File: src/rtl/dphyclk_pkg.sv
package dphyclk_pkg;

   // Line state codes seen at the block's output
   localparam logic [2:0] LN_STOP  = 3'd0;
   localparam logic [2:0] LN_LP01  = 3'd1;
   localparam logic [2:0] LN_LP00  = 3'd2;
   localparam logic [2:0] LN_HS0   = 3'd3;
   localparam logic [2:0] LN_HSCLK = 3'd4;

   typedef enum logic [3:0] {
      PH_IDLE,
      PH_ENTRY_LP01,
      PH_PREP,
      PH_ZERO,
      PH_PRE,
      PH_RUN,
      PH_POST,
      PH_TRAIL,
      PH_HOLD
   } phase_t;

   // Interval register slots
   localparam int IVL_NUM     = 6;
   localparam int IVL_LPX     = 0;
   localparam int IVL_PREPARE = 1;
   localparam int IVL_ZERO    = 2;
   localparam int IVL_PRE     = 3;
   localparam int IVL_POST    = 4;
   localparam int IVL_TRAIL   = 5;

endpackage

File: src/rtl/dphyclk_cfg_bank.sv
module dphyclk_cfg_bank #(
   parameter int W = 8,
   parameter int N = 6,
   parameter int RST_VAL = 1
) (
   input  logic                clk,
   input  logic                rst_n,
   input  logic                we,
   input  logic                idle,
   input  logic [N-1:0][W-1:0] wr_val,
   output logic [N-1:0][W-1:0] val
);

   localparam logic [W-1:0] RST_W = W'(RST_VAL);

   if (N < 1) begin : g_bad_n
      $error("dphyclk_cfg_bank: N must be at least 1");
   end

   logic accept;
   assign accept = we && idle;

   for (genvar i = 0; i < N; i++) begin : g_field
      always_ff @(posedge clk or negedge rst_n) begin
         if (!rst_n)
            val[i] <= RST_W;
         else if (accept)
            val[i] <= wr_val[i];
      end
   end

   // the registers hold their value whenever the lane is not idle
   a_r8_cfg_frozen: assert property (@(posedge clk) disable iff (!rst_n)
      !idle |=> $stable(val));

endmodule

File: src/rtl/dphyclk_ivl_timer.sv
module dphyclk_ivl_timer #(
   parameter int W = 8
) (
   input  logic         clk,
   input  logic         rst_n,
   input  logic         load,
   input  logic [W-1:0] load_len,
   output logic         done
);

   logic [W-1:0] cnt;

   always_ff @(posedge clk or negedge rst_n) begin
      if (!rst_n)
         cnt <= '0;
      else if (load)
         cnt <= (load_len == '0) ? '0 : load_len - W'(1);
      else if (cnt != '0)
         cnt <= cnt - W'(1);
   end

   assign done = (cnt == '0);

   // an expired timer never wraps around
   a_r9_timer_floor: assert property (@(posedge clk) disable iff (!rst_n)
      (done && !load) |=> done);

endmodule

File: src/rtl/dphyclk_fsm.sv
module dphyclk_fsm
   import dphyclk_pkg::*;
#(
   parameter int W = 8
) (
   input  logic                      clk,
   input  logic                      rst_n,
   input  logic                      hs_req,
   input  logic                      data_lp,
   input  logic                      tmr_done,
   input  logic [IVL_NUM-1:0][W-1:0] ivl,
   output logic                      tmr_load,
   output logic [W-1:0]              tmr_len,
   output logic                      idle,
   output logic [2:0]                line_d,
   output logic                      hs_en_d,
   output logic                      ready_d
);

   phase_t cur, nxt;

   always_ff @(posedge clk or negedge rst_n) begin
      if (!rst_n)
         cur <= PH_IDLE;
      else
         cur <= nxt;
   end

   always_comb begin
      nxt = cur;
      unique case (cur)
         PH_IDLE:       if (hs_req)             nxt = PH_ENTRY_LP01;
         PH_ENTRY_LP01: if (tmr_done)           nxt = PH_PREP;
         PH_PREP:       if (tmr_done)           nxt = PH_ZERO;
         PH_ZERO:       if (tmr_done)           nxt = PH_PRE;
         PH_PRE:        if (tmr_done)           nxt = PH_RUN;
         PH_RUN:        if (!hs_req && data_lp) nxt = PH_POST;
         PH_POST:       if (tmr_done)           nxt = PH_TRAIL;
         PH_TRAIL:      if (tmr_done)           nxt = PH_HOLD;
         PH_HOLD:       if (tmr_done)           nxt = PH_IDLE;
         default:                               nxt = PH_IDLE;
      endcase
   end

   assign tmr_load = (nxt != cur);

   always_comb begin
      unique case (nxt)
         PH_ENTRY_LP01: tmr_len = ivl[IVL_LPX];
         PH_PREP:       tmr_len = ivl[IVL_PREPARE];
         PH_ZERO:       tmr_len = ivl[IVL_ZERO];
         PH_PRE:        tmr_len = ivl[IVL_PRE];
         PH_POST:       tmr_len = ivl[IVL_POST];
         PH_TRAIL:      tmr_len = ivl[IVL_TRAIL];
         PH_HOLD:       tmr_len = ivl[IVL_LPX];
         default:       tmr_len = '0;
      endcase
   end

   always_comb begin
      unique case (cur)
         PH_ENTRY_LP01:          line_d = LN_LP01;
         PH_PREP:                line_d = LN_LP00;
         PH_ZERO, PH_TRAIL:      line_d = LN_HS0;
         PH_PRE, PH_RUN, PH_POST: line_d = LN_HSCLK;
         default:                line_d = LN_STOP;
      endcase
   end

   assign hs_en_d = (cur == PH_PRE) || (cur == PH_RUN) || (cur == PH_POST);
   assign ready_d = (cur == PH_RUN);
   assign idle    = (cur == PH_IDLE);

   // entry order from stop
   a_r2_stop_next: assert property (@(posedge clk) disable iff (!rst_n)
      (line_d == LN_STOP) |=> (line_d == LN_STOP || line_d == LN_LP01));
   a_r2_lp01_next: assert property (@(posedge clk) disable iff (!rst_n)
      (line_d == LN_LP01) |=> (line_d == LN_LP01 || line_d == LN_LP00));
   a_r2_lp00_next: assert property (@(posedge clk) disable iff (!rst_n)
      (line_d == LN_LP00) |=> (line_d == LN_LP00 || line_d == LN_HS0));
   // ready only while toggling, and only after the pre phase
   a_r3_ready_toggling: assert property (@(posedge clk) disable iff (!rst_n)
      ready_d |-> (line_d == LN_HSCLK && hs_en_d));
   a_r3_ready_after_pre: assert property (@(posedge clk) disable iff (!rst_n)
      $rose(ready_d) |-> ($past(cur) == PH_PRE));
   // ready falls only on a sampled release
   a_r4_ready_fall: assert property (@(posedge clk) disable iff (!rst_n)
      $fell(ready_d) |-> ($past(!hs_req) && $past(data_lp)));
   // a busy data lane keeps the clock up
   a_r5_hold_busy: assert property (@(posedge clk) disable iff (!rst_n)
      (ready_d && !data_lp) |=> ready_d);
   // the closing hold returns only to idle
   a_r7_hold_next: assert property (@(posedge clk) disable iff (!rst_n)
      (cur == PH_HOLD) |=> (cur == PH_HOLD || cur == PH_IDLE));

endmodule

File: src/rtl/dphy_clk_lane_seq.sv
module dphy_clk_lane_seq
   import dphyclk_pkg::*;
#(
   parameter int CNT_W   = 8,
   parameter bit OUT_REG = 1'b0
) (
   input  logic             clk,
   input  logic             rst_n,
   input  logic             cfg_we,
   input  logic [CNT_W-1:0] cfg_lpx,
   input  logic [CNT_W-1:0] cfg_prepare,
   input  logic [CNT_W-1:0] cfg_zero,
   input  logic [CNT_W-1:0] cfg_pre,
   input  logic [CNT_W-1:0] cfg_post,
   input  logic [CNT_W-1:0] cfg_trail,
   input  logic             hs_req,
   input  logic             data_lp,
   output logic [2:0]       line_state,
   output logic             hs_clk_en,
   output logic             clk_ready
);

   if (CNT_W < 2 || CNT_W > 32) begin : g_bad_w
      $error("dphy_clk_lane_seq: CNT_W must lie in 2..32");
   end

   logic [IVL_NUM-1:0][CNT_W-1:0] wr_val, ivl;
   logic             idle, tmr_load, tmr_done;
   logic [CNT_W-1:0] tmr_len;
   logic [2:0]       line_d;
   logic             hs_en_d, ready_d;

   always_comb begin
      wr_val[IVL_LPX]     = cfg_lpx;
      wr_val[IVL_PREPARE] = cfg_prepare;
      wr_val[IVL_ZERO]    = cfg_zero;
      wr_val[IVL_PRE]     = cfg_pre;
      wr_val[IVL_POST]    = cfg_post;
      wr_val[IVL_TRAIL]   = cfg_trail;
   end

   dphyclk_cfg_bank #(.W(CNT_W), .N(IVL_NUM), .RST_VAL(1)) u_cfg (
      .clk    (clk),
      .rst_n  (rst_n),
      .we     (cfg_we),
      .idle   (idle),
      .wr_val (wr_val),
      .val    (ivl)
   );

   dphyclk_ivl_timer #(.W(CNT_W)) u_tmr (
      .clk      (clk),
      .rst_n    (rst_n),
      .load     (tmr_load),
      .load_len (tmr_len),
      .done     (tmr_done)
   );

   dphyclk_fsm #(.W(CNT_W)) u_fsm (
      .clk      (clk),
      .rst_n    (rst_n),
      .hs_req   (hs_req),
      .data_lp  (data_lp),
      .tmr_done (tmr_done),
      .ivl      (ivl),
      .tmr_load (tmr_load),
      .tmr_len  (tmr_len),
      .idle     (idle),
      .line_d   (line_d),
      .hs_en_d  (hs_en_d),
      .ready_d  (ready_d)
   );

   if (OUT_REG) begin : g_out_reg
      always_ff @(posedge clk or negedge rst_n) begin
         if (!rst_n) begin
            line_state <= LN_STOP;
            hs_clk_en  <= 1'b0;
            clk_ready  <= 1'b0;
         end else begin
            line_state <= line_d;
            hs_clk_en  <= hs_en_d;
            clk_ready  <= ready_d;
         end
      end
   end else begin : g_out_comb
      assign line_state = line_d;
      assign hs_clk_en  = hs_en_d;
      assign clk_ready  = ready_d;
   end

   // quiet outputs while reset is applied
   a_r1_reset_quiet: assert property (@(posedge clk)
      !rst_n |-> (line_state == LN_STOP && !hs_clk_en && !clk_ready));

endmodule

File: config.mk
export PLATFORM = sky130hd
export DESIGN_NAME = dphy_clk_lane_seq
export DESIGN_NICKNAME = d
export VERILOG_FILES = /design/src/rtl/dphyclk_pkg.sv /design/src/rtl/dphyclk_cfg_bank.sv /design/src/rtl/dphyclk_ivl_timer.sv /design/src/rtl/dphyclk_fsm.sv /design/src/rtl/dphy_clk_lane_seq.sv
export SDC_FILE = /design/constraint.sdc
export NUM_CORES = 1
export LEC_CHECK = 0
export BUFFER_PORTS_ARGS = -buffer_cell sky130_fd_sc_hd__clkbuf_2
export CORE_MARGIN = 2
export CORE_UTILIZATION = 55
export DETAILED_ROUTE_END_ITERATION = 16
export PLACE_DENSITY = 0.83
export SETUP_SLACK_MARGIN = 0.02
export SYNTH_ARGS = -nofsm -noshare
export SYNTH_HDL_FRONTEND = slang
export SYNTH_HIERARCHICAL = 1
export SYNTH_SLANG_ARGS = --single-unit
File: constraint.sdc
create_clock -name clk -period 3.6 [get_ports clk]
set_input_delay 0.72 -clock clk [delete_from_list [all_inputs] [get_ports clk]]
set_output_delay 0.72 -clock clk [all_outputs]
set_load 0.01 [all_outputs]
# Word-level counts from Yosys, hierarchy flattened
# Index checks and enable logic that the tools add are counted.
[op_classes]
n_addsub = 2
reduce_logical = 13
shifts = 0
mux = 15
div = 0
eq_ne = 16
order_cmp = 0
n_mul = 0
bitwise = 0
[ops]
columns = ["op", "n"]
rows = [
  ["8-bit one-hot mux with 6 select lines", 1],
  ["4-bit 2-to-1 mux", 9],
  ["4-bit one-hot mux with 9 select lines", 1],
  ["4-bit by 3-bit == test with 1-bit output, second input constant", 7],
  ["8-bit 2-to-1 mux", 3],
  ["4-bit by 2-bit == test with 1-bit output, second input constant", 4],
  ["8-bit zero test", 2],
  ["8-bit by 1-bit subtractor with 8-bit output, second input constant", 2],
  ["3-bit one-hot mux with 4 select lines", 1],
  ["4-bit by 1-bit == test with 1-bit output, second input constant", 2],
  ["4-bit == test, second input constant", 2],
  ["8-bit nonzero test", 1],
  ["4-bit zero test", 1],
  ["4-bit inequality test", 1],
  ["2-bit OR reduction", 2],
  ["3-bit OR reduction", 1],
  ["1-bit logical AND", 2],
  ["1-bit logical OR", 2],
  ["2-bit nonzero test", 1],
  ["1-bit zero test", 1],
]
[totals]
n_memories = 0
ramBits = 0
rom_bits = 0
latch_bits = 0
output_inout_bits = 5
register_bits = 60

# Depth between registers and ports, before layout
[depth]
ltp_word = 10
mapped_depth = 17

# Hierarchy
# Netlist, hierarchy kept.
[modules_own_cells]
columns = ["mod", "instances", "cells_per_inst", "seq_area_each_um2", "area_per_inst_um2"]
rows = [
  ["dphyclk_cfg_bank", 1, 102, 1208.7, 1871.8],
  ["dphyclk_fsm", 1, 96, 100.1, 813.3],
  ["dphyclk_ivl_timer", 1, 71, 200.2, 638.1],
]

# Worst setup path before layout
# OpenSTA, ideal clock, no wires.
[synth_timing]
kind = "flip-flop to flip-flop"
from = "register u_tmr.cnt[4]"
to = "register u_tmr.cnt[4]"
t_arrival_ns = 3.158
synth_period_minus_slack_ns = 3.280
n_path_buf = 2
required_ns = 3.478
path_slack_ns = 0.320
stages_incl_launch_ff = 15
cell_sequence = "dfrtp_1 > nor4_4 > nand3_2 > inv_1 > buf_2 > a21boi_0 > a31oi_1 > a2bb2oi_1 > buf_4 > mux2i_1 > o221ai_1 > nor4_2 > a41o_1 > a2bb2oi_1 > a21oi_1"
[synth_via]
elab_chain_cells = 9
elab_cells_between_ends = 27
[synth_lines]
columns = ["item", "line", "text"]
rows = [
  ["start, declared", "dphyclk_ivl_timer.sv:11", "logic [W-1:0] cnt;"],
  ["start signal, assigned", "dphyclk_ivl_timer.sv:17", "cnt <= (load_len == '0) ? '0 : load_len - W'(1);"],
  ["start signal, assigned", "dphyclk_ivl_timer.sv:19", "cnt <= cnt - W'(1);"],
  ["8-bit zero test *", "dphyclk_ivl_timer.sv:22", "assign done = (cnt == '0);"],
  ["net tmr_done", "dphy_clk_lane_seq.sv:28", "logic idle, tmr_load, tmr_done;"],
  ["4-bit 2-to-1 mux (tied with other cells)", "dphyclk_fsm.sv:40", "PH_HOLD: if (tmr_done) nxt = PH_IDLE;"],
  ["4-bit one-hot mux with 9 select lines *", "dphyclk_fsm.sv:31", "unique case (cur)"],
  ["4-bit by 1-bit == test with 1-bit output or 4-bit == test (tied branches)", "dphyclk_fsm.sv:48", "unique case (nxt)"],
  ["2-bit OR reduction (no source line)", "n/a", ""],
  ["8-bit one-hot mux with 6 select lines *", "dphyclk_fsm.sv:48", ""],
  ["net tmr_len[4]", "dphy_clk_lane_seq.sv:29", "logic [CNT_W-1:0] tmr_len;"],
  ["8-bit by 1-bit subtractor with 8-bit output or 8-bit zero test (tied branches)", "dphyclk_ivl_timer.sv:17", ""],
  ["8-bit 2-to-1 mux *", "dphyclk_ivl_timer.sv:17", ""],
  ["8-bit 2-to-1 mux *", "dphyclk_ivl_timer.sv:16", "else if (load)"],
]
# Mark *: on every way through the listed nets, which the timed path passes. The rest lies on a longest branch. The select of a mux whose other input is x is not followed.
# A chain may end at the register's enable or synchronous reset.

# Worst setup path after layout
[layout_timing]
from = "register u_tmr.cnt[5]"
to = "register u_tmr.cnt[0]"
# The elaborated chain is that of the path after synthesis.

==> results.yml <==
layout:
  mostFrequentLayoutCell: "clkbuf_2"
  antenna-diode-count: 0
  layout-drive-gt1-share: 0.487
  p_r_area_growth_vs_syn_pct: 18.7
  nets_finish: 392
  layout_common_cells: "clkbuf_2 (57), dfrtp_1 (54), mux2_2 (28)"
cts:
  cts.sink_count: 60
  clk_pin_slew_worst_paths_ps: 70
  clk_latency_ps: 330
  cts_tree: "done"
  cts_inserted_buffers: 9
  clock-root-buffer: "clkbuf_8"
  clock_tree.htree_level_count: 3
  clock_path_buffers: 2
  cts_hold_buffers: 0
place:
  post-dp-hpwl_mm: 5.20
  gp_congestion: 0.874
  port-buffer-count: 57
  place_worst_setup_slack_ps: 53.0
flow_run:
  max_cap_viol_count: 0
synthesis:
  postSynthNetCount: 325
  synth_top_family_by_area: "multiplexers"
  postSynthCellCount: 269
  area_fraction_in_and_or_nand_and_nor_cells_after_synthesis: 0.0889
  synth_sequential_area_ratio: 0.454
  post_synth_num_cell_types: 56
  synthesis.yosys.warnings: 6
  synth.top_cell.area_share: 0.407
  synth_enable_flop_cells: 0
  post-synth-top-area-cell: "dfrtp_1"
  synthTopCellsByArea: "dfrtp_1 (41%), mux2_2 (9.5%), mux2_4 (9.0%), mux2i_1 (5.1%), dfstp_2 (4.7%)"
  synth_adder_area_share: 0.0113
  async_reset_ff_frac: 1.00
  complex_gate_fraction_of_the_synthesized_area: 0.138
  synth_xor_xnor_area_share: 0.0211
  syn-mean-instance-area_um2: 12.4
  synthesis.area_um2: 3320
  post_synth_mux_area_share: 0.236
  synth_top_flop_cell: "dfrtp_1"
  yosys_register_bits: 60
global_routing:
  grtUsageTotal: 0.236
  globalRouteOverflowTotal: 0
  antenna_found_initial: 0
  grt_pass1_wl_mm: 11.8
  first_global_vias: 2353
  grt_max_degree: 49
routing:
  initialDrtViolationCount: 181
  detail_route.first_pass.iterations: 4
  drc: 0
  via_per_inst: 5.80
  avgRoutedWirePerCell_um: 17.2
  num_vias: 2413
  antenna_violating_nets_left: 0
  route.final.wire_length_mm: 7.16
timing:
  hold_viol: 0
  final_worst_path_cycle_share: 0.950
  post-route-worst-setup-slack_ps: 179
  final_setup_skew_ps: 6.31
  worst_slew_pin_slew_ps: 744
  achievable-frequency_ghz: 0.292
  maxSlewHeadroom: 0.504
  fin_crit_ps: 3420
  max_slew_violations: 0
  report.final.setup_viol: 0
  grt_setup_unrepaired: "true"
floorplanning:
  rows: 28
  io_pins: 58
  die_height_um: 81.7
  dieArea_um2: 6680
  floorplan.die.width_um: 81.7
  initial_utilization: 0.565
  core-area_um2: 5890
setup_path:
  critical_path_s_largest_stage_delay_ps: 420
  reg2reg_depth: 13
  end_kind: "flip-flop"
  critPathRequiredTime_ps: 3840
  worstReg2RegStart: "u_tmr/cnt[5]"
  worst_path_slowest_cell: "dfrtp_1"
  r2r_end: "u_tmr/cnt[0]"
  worst-endpoint-arrival_ps: 3660
  maximum_fanout_encountered_on_the_critical_timing_path: 11
  critical_path.cell_chain: "nor4_4 > nand3_2 > clkinvlp_4 > nor2_1 > nand3_1 > o311ai_4 > nand2b_2 > o221ai_2 > inv_1 > ha_1 > a41o_2 > nor2_1 > a2bb2oi_1"
  rrSetupSlack_ps: 180
  timing_worst_setup_path_type: "flip-flop to flip-flop"
  cp-start-kind: "flip-flop"
  path_common_cell: "nor2_1"
worst_hold_path:
  timing.hold.worst.class: "primary input to async pin"
outcome:
  status: "completed"
power_and_ir_drop:
  leakagePower_nw: 1.98
  power_density_nw_per_um2: 416
  report.power.total_mw: 1.64
  ir_worst_vdd_mv: 0.323
[cell families after synthesis]
group,after synthesis
adders and majority gates,3
buffers and inverters,30
xor gates and xnor gates,8
DFF,60
and+or+nand+nor,46
AOI/OAI and AO/OA,57
muxes,65
[flip-flops by register name, summed over array words and instances (netlist names)]
register   count
u_cfg/val     48
u_fsm/cur      4
u_tmr/cnt      8
[metrics by stage]
| stage | util | hold WS, ps | instances | TNS (ps) | instance area (µm²) |
|---|---|---|---|---|---|
| after floorplan | - | 424 | 269 | 0 | 3320 |
| after global placement | 0.629 | 486 | 400 | 0 | 3700 |
| after detailed placement | 0.629 | 495 | 400 | 0 | 3700 |
| after CTS | 0.664 | 440 | 416 | 0 | 3910 |
| after global routing | 0.670 | 482 | 416 | -13.1 | 3940 |
| final | 0.670 | 439 | 416 | 0 | 3940 |
[layer usage]
metal	share of wire	routed length (µm)	up-vias	global-route usage
li1	-	-	1150	-
met1	0.46	3260	1187	0.328
met2	0.48	3440	63	0.363
met3	0.042	298	13	0.0516
met4	0.021	153	0	0.0933
met5	0	0	-	0
[how the worst max path moves through the flow]
stage / to / cells past startpoint / start / slack [ps]
floorplan: u_tmr/cnt[4] / 14 / u_tmr/cnt[4] / 320
global placement: u_tmr/cnt[4] / 12 / hs_req / 210
detailed placement: u_tmr/cnt[0] / 14 / u_tmr/cnt[0] / 50
CTS: u_tmr/cnt[0] / 15 / u_tmr/cnt[0] / 70
global route: u_tmr/cnt[0] / 15 / u_tmr/cnt[0] / -10
finish: u_tmr/cnt[0] / 13 / u_tmr/cnt[5] / 180
[Yosys cell counts (all sizes together) (4+ instances only)]
library cell / n
a31oi: 5
nor4: 4
nand2b: 5
mux2i: 17
a21oi: 13
nor3: 5
o221ai: 8
inv: 14
a32oi: 8
mux2: 48
nor3b: 4
buf: 14
dfrtp: 54
a2bb2oi: 4
a211oi: 4
xnor2: 7
nor2: 12
dfstp: 6
[area by class of cell]
class                   instances  area (µm²)
clock buffers                  12         155
clock inverters                 4        47.5
fillers                       434        1940
inverters                      14        56.3
multi-input cells             179        1680
flip-flops and latches         60        1510
well taps                      75        93.8
repair buffers                 72         398
[timing repair]
item	4_1_cts	5_1_grt
pin swaps	0	2
endpoints found under the setup margin	1	8
gates cloned	0	0
setup buffers	0	0
resized for setup	1	8
[power breakdown]
part	internal [mW]	switching, mW
sequential	0.692	0.0276
clock	0.355	0.255
combinational	0.138	0.172
total	1.19	0.455
[critical path, delay by kind of cell, from the launching register on]
kind / cells / cell delay [ps]
compound gates: 4 / 1140
fa+ha+maj: 1 / 250
buf+inv: 2 / 300
flops: 1 / 420
simple gates: 6 / 1220
Power figures use the tool's default switching activity.
